## src/rtl/alias_guard_pkg.sv

```systemverilog
package alias_guard_pkg;

  typedef enum logic [2:0] {
    ST_IDLE, ST_LOOK, ST_INV, ST_WAIT, ST_MEM, ST_FILL
  } ctl_state_e;

  typedef enum logic [1:0] {
    LK_MISS_CLEAN, LK_MISS_VICTIM, LK_HIT_SAME, LK_HIT_ALIAS
  } lookup_e;

endpackage

```

## src/rtl/alias_guard_store.sv

```systemverilog
module alias_guard_store #(
  parameter int SETS   = 16,
  parameter int TAG_W  = 8,
  parameter int VX_W   = 2,
  parameter int DATA_W = 32,
  localparam int SET_W = $clog2(SETS)
) (
  input  logic              clk,
  input  logic              rst_n,
  input  logic [SET_W-1:0]  rd_set,
  output logic              rd_valid,
  output logic [TAG_W-1:0]  rd_tag,
  output logic [VX_W-1:0]   rd_vx,
  output logic [DATA_W-1:0] rd_data,
  input  logic              wr_line_en,
  input  logic              wr_vx_en,
  input  logic [SET_W-1:0]  wr_set,
  input  logic [TAG_W-1:0]  wr_tag,
  input  logic [VX_W-1:0]   wr_vx,
  input  logic [DATA_W-1:0] wr_data
);

  logic              vld_a  [SETS];
  logic [TAG_W-1:0]  tag_a  [SETS];
  logic [VX_W-1:0]   vx_a   [SETS];
  logic [DATA_W-1:0] data_a [SETS];

  for (genvar s = 0; s < SETS; s++) begin : g_set
    logic              v_q;
    logic [TAG_W-1:0]  t_q;
    logic [VX_W-1:0]   x_q;
    logic [DATA_W-1:0] d_q;
    logic              sel;

    assign sel = (wr_set == SET_W'(s));

    always_ff @(posedge clk or negedge rst_n) begin
      if (!rst_n) begin
        v_q <= 1'b0;
        t_q <= '0;
        x_q <= '0;
        d_q <= '0;
      end else if (sel && wr_line_en) begin
        v_q <= 1'b1;
        t_q <= wr_tag;
        x_q <= wr_vx;
        d_q <= wr_data;
      end else if (sel && wr_vx_en) begin
        x_q <= wr_vx;
      end
    end

    assign vld_a[s]  = v_q;
    assign tag_a[s]  = t_q;
    assign vx_a[s]   = x_q;
    assign data_a[s] = d_q;
  end

  assign rd_valid = vld_a[rd_set];
  assign rd_tag   = tag_a[rd_set];
  assign rd_vx    = vx_a[rd_set];
  assign rd_data  = data_a[rd_set];

endmodule

```

## src/rtl/alias_guard_lookup.sv

```systemverilog
module alias_guard_lookup
  import alias_guard_pkg::*;
#(
  parameter int TAG_W = 8,
  parameter int VX_W  = 2
) (
  input  logic             line_valid,
  input  logic [TAG_W-1:0] line_tag,
  input  logic [VX_W-1:0]  line_vx,
  input  logic [TAG_W-1:0] want_tag,
  input  logic [VX_W-1:0]  want_vx,
  output logic             tag_hit,
  output logic             vx_differs,
  output lookup_e          kind
);

  assign tag_hit    = line_valid && (line_tag == want_tag);
  assign vx_differs = (line_vx != want_vx);

  always_comb begin
    if (tag_hit)         kind = vx_differs ? LK_HIT_ALIAS : LK_HIT_SAME;
    else if (line_valid) kind = LK_MISS_VICTIM;
    else                 kind = LK_MISS_CLEAN;
  end

endmodule

```

## src/rtl/alias_guard_seq.sv

```systemverilog
module alias_guard_seq
  import alias_guard_pkg::*;
(
  input  logic       clk,
  input  logic       rst_n,
  input  logic       req_fire,
  input  lookup_e    kind,
  input  logic       inv_ack,
  input  logic       mem_ack,
  output logic       ready,
  output logic       look_en,
  output logic       inv_pulse,
  output logic       mem_en,
  output logic       fill_pulse,
  output logic       upd_vx,
  output logic       install
);

  ctl_state_e state_q, state_d;
  logic       purge_q, purge_d;

  always_comb begin
    state_d = state_q;
    purge_d = purge_q;
    unique case (state_q)
      ST_IDLE: if (req_fire) state_d = ST_LOOK;
      ST_LOOK: begin
        unique case (kind)
          LK_HIT_SAME:    state_d = ST_FILL;
          LK_HIT_ALIAS:   begin state_d = ST_INV; purge_d = 1'b1; end
          LK_MISS_VICTIM: begin state_d = ST_INV; purge_d = 1'b0; end
          default:        state_d = ST_MEM;
        endcase
      end
      ST_INV:  state_d = ST_WAIT;
      ST_WAIT: if (inv_ack) state_d = purge_q ? ST_FILL : ST_MEM;
      ST_MEM:  if (mem_ack) state_d = ST_FILL;
      ST_FILL: state_d = ST_IDLE;
      default: state_d = ST_IDLE;
    endcase
  end

  always_ff @(posedge clk or negedge rst_n) begin
    if (!rst_n) begin
      state_q <= ST_IDLE;
      purge_q <= 1'b0;
    end else begin
      state_q <= state_d;
      purge_q <= purge_d;
    end
  end

  logic waiting;
  assign waiting    = (state_q == ST_WAIT);
  assign ready      = (state_q == ST_IDLE);
  assign look_en    = (state_q == ST_LOOK);
  assign inv_pulse  = (state_q == ST_INV);
  assign mem_en     = (state_q == ST_MEM);
  assign fill_pulse = (state_q == ST_FILL);
  assign upd_vx     = waiting && inv_ack && purge_q;
  assign install    = mem_en && mem_ack;

  assert_inv_single_pulse_R4: assert property (@(posedge clk) disable iff (!rst_n)
    inv_pulse |=> !inv_pulse);
  assert_hold_until_ack_R5: assert property (@(posedge clk) disable iff (!rst_n)
    (waiting && !inv_ack) |=> (!fill_pulse && !mem_en));
  assert_outputs_exclusive_R10: assert property (@(posedge clk) disable iff (!rst_n)
    $onehot0({inv_pulse, mem_en, fill_pulse}));
  assert_ready_returns_R9: assert property (@(posedge clk) disable iff (!rst_n)
    fill_pulse |=> ready);
  assert_victim_first_R7: assert property (@(posedge clk) disable iff (!rst_n)
    (look_en && kind == LK_MISS_VICTIM) |=> (inv_pulse && !mem_en));

endmodule

```

## src/rtl/alias_guard_l2.sv

```systemverilog
module alias_guard_l2
  import alias_guard_pkg::*;
#(
  parameter int PA_W   = 12,
  parameter int SETS   = 16,
  parameter int VX_W   = 2,
  parameter int DATA_W = 32,
  localparam int SET_W = $clog2(SETS),
  localparam int TAG_W = PA_W - SET_W
) (
  input  logic              clk,
  input  logic              rst_n,
  input  logic              req_valid,
  output logic              req_ready,
  input  logic [PA_W-1:0]   req_pa,
  input  logic [VX_W-1:0]   req_vx,
  output logic              inv_valid,
  output logic [PA_W-1:0]   inv_pa,
  output logic [VX_W-1:0]   inv_vx,
  input  logic              inv_ack,
  output logic              mem_req_valid,
  output logic [PA_W-1:0]   mem_req_pa,
  input  logic              mem_ack,
  input  logic [DATA_W-1:0] mem_rdata,
  output logic              fill_valid,
  output logic [PA_W-1:0]   fill_pa,
  output logic [VX_W-1:0]   fill_vx,
  output logic [DATA_W-1:0] fill_data
);

  function automatic logic [SET_W-1:0] line_set(input logic [PA_W-1:0] pa);
    return pa[SET_W-1:0];
  endfunction

  function automatic logic [TAG_W-1:0] line_tag(input logic [PA_W-1:0] pa);
    return pa[PA_W-1:SET_W];
  endfunction

  function automatic logic [PA_W-1:0] line_join(input logic [TAG_W-1:0] t,
                                                input logic [SET_W-1:0] s);
    return {t, s};
  endfunction

  logic              req_fire;
  logic [PA_W-1:0]   pa_q;
  logic [VX_W-1:0]   vx_q;

  logic              rd_valid;
  logic [TAG_W-1:0]  rd_tag;
  logic [VX_W-1:0]   rd_vx;
  logic [DATA_W-1:0] rd_data;

  logic              tag_hit, vx_differs;
  lookup_e           kind;
  logic              look_en, inv_pulse, mem_en, fill_pulse, upd_vx, install;

  assign req_fire = req_valid && req_ready;

  always_ff @(posedge clk or negedge rst_n) begin
    if (!rst_n) begin
      pa_q <= '0;
      vx_q <= '0;
    end else if (req_fire) begin
      pa_q <= req_pa;
      vx_q <= req_vx;
    end
  end

  alias_guard_store #(
    .SETS(SETS), .TAG_W(TAG_W), .VX_W(VX_W), .DATA_W(DATA_W)
  ) u_store (
    .clk(clk), .rst_n(rst_n),
    .rd_set(line_set(pa_q)),
    .rd_valid(rd_valid), .rd_tag(rd_tag), .rd_vx(rd_vx), .rd_data(rd_data),
    .wr_line_en(install), .wr_vx_en(upd_vx),
    .wr_set(line_set(pa_q)), .wr_tag(line_tag(pa_q)),
    .wr_vx(vx_q), .wr_data(mem_rdata)
  );

  alias_guard_lookup #(.TAG_W(TAG_W), .VX_W(VX_W)) u_lookup (
    .line_valid(rd_valid), .line_tag(rd_tag), .line_vx(rd_vx),
    .want_tag(line_tag(pa_q)), .want_vx(vx_q),
    .tag_hit(tag_hit), .vx_differs(vx_differs), .kind(kind)
  );

  alias_guard_seq u_seq (
    .clk(clk), .rst_n(rst_n), .req_fire(req_fire), .kind(kind),
    .inv_ack(inv_ack), .mem_ack(mem_ack),
    .ready(req_ready), .look_en(look_en), .inv_pulse(inv_pulse),
    .mem_en(mem_en), .fill_pulse(fill_pulse), .upd_vx(upd_vx),
    .install(install)
  );

  assign inv_valid     = inv_pulse;
  assign inv_pa        = line_join(rd_tag, line_set(pa_q));
  assign inv_vx        = rd_vx;
  assign mem_req_valid = mem_en;
  assign mem_req_pa    = pa_q;
  assign fill_valid    = fill_pulse;
  assign fill_pa       = pa_q;
  assign fill_vx       = vx_q;
  assign fill_data     = rd_data;

  assert_alias_purge_R4: assert property (@(posedge clk) disable iff (!rst_n)
    (look_en && tag_hit && vx_differs) |=>
      (inv_valid && inv_vx == $past(rd_vx) && inv_pa == $past(pa_q)));
  assert_hit_direct_R3: assert property (@(posedge clk) disable iff (!rst_n)
    (look_en && tag_hit && !vx_differs) |=> (fill_valid && fill_data == $past(rd_data)));
  assert_mem_hold_R8: assert property (@(posedge clk) disable iff (!rst_n)
    (mem_req_valid && !mem_ack) |=> (mem_req_valid && $stable(mem_req_pa)));
  assert_installed_vx_R6: assert property (@(posedge clk) disable iff (!rst_n)
    fill_valid |-> (rd_valid && rd_vx == fill_vx && rd_tag == line_tag(fill_pa)));

endmodule

```

## config.mk

```make
export PLATFORM = sky130hd
export DESIGN_NAME = alias_guard_l2
export DESIGN_NICKNAME = d
export VERILOG_FILES = /design/src/rtl/alias_guard_pkg.sv /design/src/rtl/alias_guard_store.sv /design/src/rtl/alias_guard_lookup.sv /design/src/rtl/alias_guard_seq.sv /design/src/rtl/alias_guard_l2.sv
export SDC_FILE = /design/constraint.sdc
export NUM_CORES = 1
export LEC_CHECK = 0
export BUFFER_PORTS_ARGS = -buffer_cell sky130_fd_sc_hd__buf_4
export CORE_MARGIN = 10
export CORE_UTILIZATION = 25
export CTS_BUF_LIST = sky130_fd_sc_hd__clkbuf_16
export CTS_CLUSTER_SIZE = 28
export DETAILED_ROUTE_END_ITERATION = 8
export HOLD_SLACK_MARGIN = 0.03
export SLEW_MARGIN = 10
export SYNTH_ARGS = -nofsm -noshare
export SYNTH_HDL_FRONTEND = slang
export SYNTH_HIERARCHICAL = 1
export SYNTH_SLANG_ARGS = --single-unit
```

## constraint.sdc

```tcl
create_clock -name clk -period 3.4 [get_ports clk]
set_clock_uncertainty 0.1 [all_clocks]
set_input_delay 0.51 -clock clk [delete_from_list [all_inputs] [get_ports clk]]
set_output_delay 0.51 -clock clk [all_outputs]
set_load 0.05 [all_outputs]
```

## Word-level counts from Yosys, hierarchy flattened

Cells that the tools add are included.

| storage, ports and cells | value |
|---|---|
| register bits | 706 |
| bits of input ports | 51 |
| output and inout port bits | 76 |
| logic and storage cells | 211 |

| operators by class | value |
|---|---|
| $lt $le $gt $ge | 1 |
| eq/ne operators | 28 |
| muxes and demuxes | 54 |
| bitwise operators | 1 |
| reductions and logical operators | 59 |

Operator list:

| operator | count |
|---|---|
| $bmux W32 S4 | 1 |
| $mux W2 | 35 |
| $mux W32 | 2 |
| $logic_and A1 B1 Y1 | 37 |
| $reduce_bool A2 Y1 | 17 |
| $bmux W8 S4 | 1 |
| $eq A4 B4 Y1 const B | 8 |
| $eq A4 B3 Y1 const B | 4 |
| $mux W8 | 2 |
| $pmux W3 S5 | 1 |
| $mux W3 | 3 |
| $bmux W2 S4 | 1 |
| $eq A4 B2 Y1 const B | 2 |
| $eq A8 B8 Y1 | 1 |
| $eq A3 B2 Y1 const B | 2 |
| $eq A3 B3 Y1 const B | 2 |
| $pmux W3 S2 | 1 |
| $ge A5 B5 Y1 const B | 1 |
| $mux W1 | 5 |
| $not A4 Y5 | 1 |
| $bmux W1 S4 | 1 |
| $eq A2 B2 Y1 const B | 2 |
| $eq A4 B1 Y1 const B | 1 |
| $logic_not A4 Y1 | 1 |
| other kinds (10) | 11 |

## Depth between registers and ports, before layout

| logic depth | value |
|---|---|
| depth after elaboration | 11 |
| gate-level depth with buffers | 13 |
| gate-level depth less buffers | 9 |

## Hierarchy

Netlist, hierarchy kept.

Modules (own cells, without submodules):

| module | times used | cells an instance | area each (um^2) | seq. area each (um^2) |
|---|---|---|---|---|
| alias_guard_store | 1 | 1900 | 30674.4 | 17216.5 |
| alias_guard_l2 | 1 | 47 | 683.2 | 350.3 |
| alias_guard_seq | 1 | 31 | 304.0 | 100.1 |
| alias_guard_lookup | 1 | 17 | 128.9 | 0.0 |

## Worst setup path after synthesis

OpenSTA, ideal clock, no wires.

| path | value |
|---|---|
| path kind | register to register |
| start | reg pa_q[0], in the netlist fill_pa[0] |
| end | reg u_seq.purge_q |
| library setup time | 0.125 ns |
| arrival time | 3.565 ns |
| data required time | 3.175 ns |
| slack | -0.390 ns |
| cell stages (with the launch flop) | 12 |
| buffers on the path | 3 |
| period minus slack after synthesis | 3.790 ns |
| path through | dfrtp_1 > buf_2 > buf_2 > buf_2 > mux4_2 > a22oi_1 > nand2_1 > xnor2_1 > nand4_1 > o31a_1 > nand3b_4 > mux2_4 |

| on the way | value |
|---|---|
| longest elaborated chain between the ends | 10 |
| elaborated cells on any way between the ends | 21 |
| those cells by class | eq/ne: 4; mux: 13; bitwise: 1; reduce/logical: 3 |

RTL lines:

| what | RTL line | RTL |
|---|---|---|
| start, declared | alias_guard_l2.sv:45 | `logic [PA_W-1:0] pa_q;` |
| start signal, assigned | alias_guard_l2.sv:64 | `pa_q <= req_pa;` |
| $not A4 Y5 (not written as such) (*) | alias_guard_store.sv:60 | `assign rd_tag = tag_a[rd_set];` |
| $bmux W8 S4 (*) | alias_guard_store.sv:60 |  |
| $mux W8 (not written as such) (*) (2 in a row) | alias_guard_store.sv:60 |  |
| net inv_pa[4] | alias_guard_l2.sv:18 | `output logic [PA_W-1:0] inv_pa,` |
| $eq A8 B8 Y1 (*) | alias_guard_lookup.sv:17 | `assign tag_hit = line_valid && (line_tag == want_tag);` |
| $logic_and A1 B1 Y1 (*) | alias_guard_lookup.sv:17 |  |
| $mux W2 (*) | alias_guard_lookup.sv:21 | `if (tag_hit) kind = vx_differs ? LK_HIT_ALIAS : LK_HIT_SAME;` |
| net kind[0] | alias_guard_l2.sv:54 | `lookup_e kind;` |
| $eq A2 B2 Y1 / $eq A2 B1 Y1 (equally long branches) | alias_guard_seq.sv:28 | `unique case (kind)` |
| $reduce_bool A2 Y1 (no line) | -- |  |
| $reduce_and A2 Y1 (no line) | -- |  |
| end signal, assigned | alias_guard_seq.sv:49 | `purge_q <= purge_d;` |
| end, declared | alias_guard_seq.sv:20 | `logic purge_q, purge_d;` |

The timed path passes the listed nets; every way through them passes the cells marked *. The select of a mux whose other input is x is not followed.
A chain may end at the register's enable or synchronous reset.

## Final worst setup path

| path | value |
|---|---|
| start | reg pa_q[0], in the netlist fill_pa[0] |
| end | out fill_data[28] |

| on the way | value |
|---|---|
| longest elaborated chain between the ends | 4 |

RTL lines:

| what | RTL line | RTL |
|---|---|---|
| $not A4 Y5 (not written as such) | alias_guard_store.sv:62 | `assign rd_data = data_a[rd_set];` |
| $bmux W32 S4 | alias_guard_store.sv:62 |  |
| $mux W32 (not written as such) (2 in a row) | alias_guard_store.sv:62 |  |
| end, declared | alias_guard_l2.sv:28 | `output logic [DATA_W-1:0] fill_data` |

Every way passes these cells. The select of a mux whose other input is x is not followed.

==> impl_table.tex <==
\begin{tabular}{lr}
\hline
Metric & Value \\
\hline
\multicolumn{2}{l}{\textbf{STA}} \\
\quad Final Hold Violating Endpoints & 0 \\
\quad Final max-slew violation count & 0 \\
\quad Max\_slew headroom & 35.7\% \\
\quad Shortest clock period the worst path allows after layout & 3.34 ns \\
\quad Setup violators final & 0 \\
\quad Setup repair after global routing missed its margin & true \\
\quad Maximum achievable frequency & 299 MHz \\
\quad Share of the clock period used by the worst path & 98.3\% \\
\quad Worst-margin pin slew & 0.962 ns \\
\multicolumn{2}{l}{\textbf{Worst setup path}} \\
\quad Endpoint of the lowest-slack register-to-register path & u\_seq/purge\_q \\
\quad Critical Path Most Common Cell & buf\_4 \\
\quad Data required time of the critical path & 2.79 ns \\
\quad Crit-path max FO & 14 \\
\quad Worst R2R Setup Slack & 0.18 ns \\
\quad Worst Reg2Reg Path Length in Cells & 10 \\
\quad List of cells traversed by the critical path & buf\_4, buf\_16, mux4\_2, a22oi\_1, nand2\_2, buf\_4 \\
\quad Stage delay of the slowest cell on the critical path & 0.52 ns \\
\quad Kind of end point of the critical path & primary output \\
\quad Critical path's slowest cell & mux4\_2 \\
\quad CP startpoint kind & flop \\
\quad Crit path buf inv count & 3 \\
\quad Classification of the worst setup path & flop to primary output \\
\quad Crit path max-delay family & buffers and inverters \\
\quad Crit Reg-Reg Startpoint & fill\_pa[0] \\
\quad Worst path arrival time & 2.73 ns \\
\multicolumn{2}{l}{\textbf{Hold path}} \\
\quad Hold Path Class & input port to flop \\
\quad Endpoint, Worst Hold & fill\_pa[2] \\
\quad Min-delay src & req\_pa[2] \\
\quad Worst hold path cell count & 2 \\
\multicolumn{2}{l}{\textbf{Clock tree}} \\
\quad Cell at the root of the clock tree & clkbuf\_16 \\
\quad Clock-pin slew on the worst setup and hold paths & 0.06 ns \\
\quad Number of H-tree branching levels & 3 \\
\quad CTS max path bufs & 3 \\
\quad Clock tree from TritonCTS & yes \\
\quad Count of clock tree sinks & 706 \\
\quad Worst skew pair latency & 0.63 ns \\
\quad Number of buffers inserted during clock tree synthesis & 76 \\
\multicolumn{2}{l}{\textbf{Logic synthesis}} \\
\quad Synth Cell Area & 31800 µm² \\
\quad Post-Syn Instances & 1994 \\
\quad Yosys warning count & 6 \\
\quad Net Count, Synth & 2045 \\
\quad Synthesized area per cell & 15.9 µm² \\
\multicolumn{2}{l}{\textbf{Global route}} \\
\quad Maximum number of pins on one net before global-route repair & 95 \\
\quad Peak-usage layer in the global routing report & met2 \\
\quad Routing usage on met3 & 2.39\% \\
\quad First-pass GRT wire length & 131000 µm \\
\quad Met1 Usage GRT & 15.7\% \\
\quad GRT met2 Usage & 20.1\% \\
\quad Vias in the first global route & 19600 \\
\quad Overall overflow remaining after global route & 0 \\
\quad Initial antenna violation count & 10 \\
\quad Global routing usage summed across all routing layers & 12.1\% \\
\multicolumn{2}{l}{\textbf{Floorplanning}} \\
\quad DIE WIDTH & 377 µm \\
\quad Core box area & 126000 µm² \\
\quad Initial standard-cell utilization of the core & 25.2\% \\
\quad Number of primary I/O pins & 127 \\
\quad Cell row count & 130 \\
\quad Die area & 142000 µm² \\
\quad Die height & 377 µm \\
\multicolumn{2}{l}{\textbf{Routing}} \\
\quad Via count normalized by instance count & 4.69 \\
\quad TritonRoute pass-1 iters & 5 \\
\quad Total detailed-routing wirelength & 86500 µm \\
\quad Overall via count from detail\_route & 18000 \\
\quad Wire length per cell after detailed routing & 22.6 µm \\
\quad DRC violation total after the first TritonRoute iteration & 999 \\
\quad Antenna-violating nets left & 0 \\
\quad Residual DRC count & 0 \\
\multicolumn{2}{l}{\textbf{Layout}} \\
\quad Final std cells w/o fill & 3833 \\
\quad Fin area & 38000 µm² \\
\quad Utilization after layout & 30.2\% \\
\quad Share of final-layout standard cells stronger than drive strength 1 & 57.2\% \\
\quad Syn-to-layout area delta & 19.5\% \\
\quad Net total in the final layout & 2174 \\
\multicolumn{2}{l}{\textbf{Placement}} \\
\quad Number of input and output port buffers inserted & 126 \\
\quad Hpwl dp & 50200 µm \\
\quad Total placed instance area & 35100 µm² \\
\quad Final weighted congestion of routability-driven global placement & 0.703 \\
\quad Cell count after placement & 3667 \\
\multicolumn{2}{l}{\textbf{Power}} \\
\quad Worst voltage drop across the vdd grid & 403 µV \\
\quad Leakage Power & 0.0174 µW \\
\quad Power per cell area & 935 nW/µm² \\
\multicolumn{2}{l}{\textbf{Job}} \\
\quad Max-cap violations & 0 \\
\multicolumn{2}{l}{\textbf{Outcome}} \\
\quad Outcome & completed \\
\hline
\end{tabular}
[per-layer routing]
metal / routed length, µm / part of all wire (%) / vias to the layer above
met2: 42300 / 49 / 330
li1: - / - / 7680
met4: 2030 / 2.4 / 16
met1: 38100 / 44 / 9813
met5: 95 / 0.11 / -
met3: 3960 / 4.6 / 127
[layout make-up]
class | instances | area (µm²)
inverters | 3 | 11.3
clock buffers | 78 | 1950
repair buffers | 245 | 2560
diodes | 1 | 2.50
multi-input cells | 1091 | 13300
well taps | 1650 | 2060
flip-flops and latches | 706 | 17700
clock inverters | 59 | 404
fillers | 12500 | 87900
[repair_timing]
item,CTS,global route
endpoints found under the hold margin,52,0
gates cloned,4,1
gates resized for setup,17,7
pin swaps,1,1
setup buffers,9,0
hold buffers,14,0
setup endpoints to repair,32,11
[worst max path at each step]
stage                     cells after the start             to        from  slack [ns]
final                                         6  fill_data[28]  fill_pa[0]        0.06
after global routing                          7      inv_vx[0]  fill_pa[0]       -0.02
after CTS                                     6  fill_data[11]  fill_pa[0]       0.005
after detailed placement                      6  fill_data[11]  fill_pa[1]        0.22
after global placement                        6  fill_data[11]  fill_pa[1]        0.20
after floorplan                              11  u_seq/purge_q  fill_pa[0]        0.03
[report_power, final]
part / leakage (µW) / switching, µW / internal (µW)
logic: 0.00676 / 7720 / 6890
registers: 0.00940 / 1540 / 11400
clock network: 0.00120 / 3460 / 4470
[layout by cell type (no fill, tap or decap), types with 2 or more instances in the layout]
master         count
buf_12            39
a22oi_2            5
nor2_1             8
nand4_1            2
o211ai_1           2
nor2b_4            2
nand3b_1           4
clkbuf_16         79
nand3_1            2
clkinv_8           3
dfrtp_4            2
clkinvlp_4         3
mux4_2           172
or3_4              2
buf_16             7
bufinv_16          4
inv_6              2
nor3_1             9
or2_2             10
a22oi_1           81
xnor2_1           10
nand2_1           32
nand2b_1          11
clkinv_2          11
mux2_4            15
inv_1             16
nor2_4            10
buf_4            181
mux2_2           666
dlygate4sd3_1     14
clkinv_1          21
nand2_2           19
mux2_1             6
nor4_1             5
dfrtp_1          704
[registers in the layout, indices dropped and copies added (netlist names)]
register	cells
u_seq/state_q	3
u_store/g_set.d_q	512
u_seq/purge_q	1
fill_pa	12
u_store/g_set.x_q	32
fill_vx	2
u_store/g_set.v_q	16
u_store/g_set.t_q	128
[through the flow]
stage	hold WS [ns]	TNS (ns)	setup WS [ns]	total power, µW
3_3_place_gp	0.346	0	0.201	27100
3_5_place_dp	0.349	0	0.217	27300
2_1_floorplan	0.114	0	0.0295	22700
6_report	0.0909	0	0.0578	35500
4_1_cts	0.0505	0	0.00479	35900
5_1_grt	0.0698	-0.0507	-0.0201	37400
(Power assumes the default switching activity.)
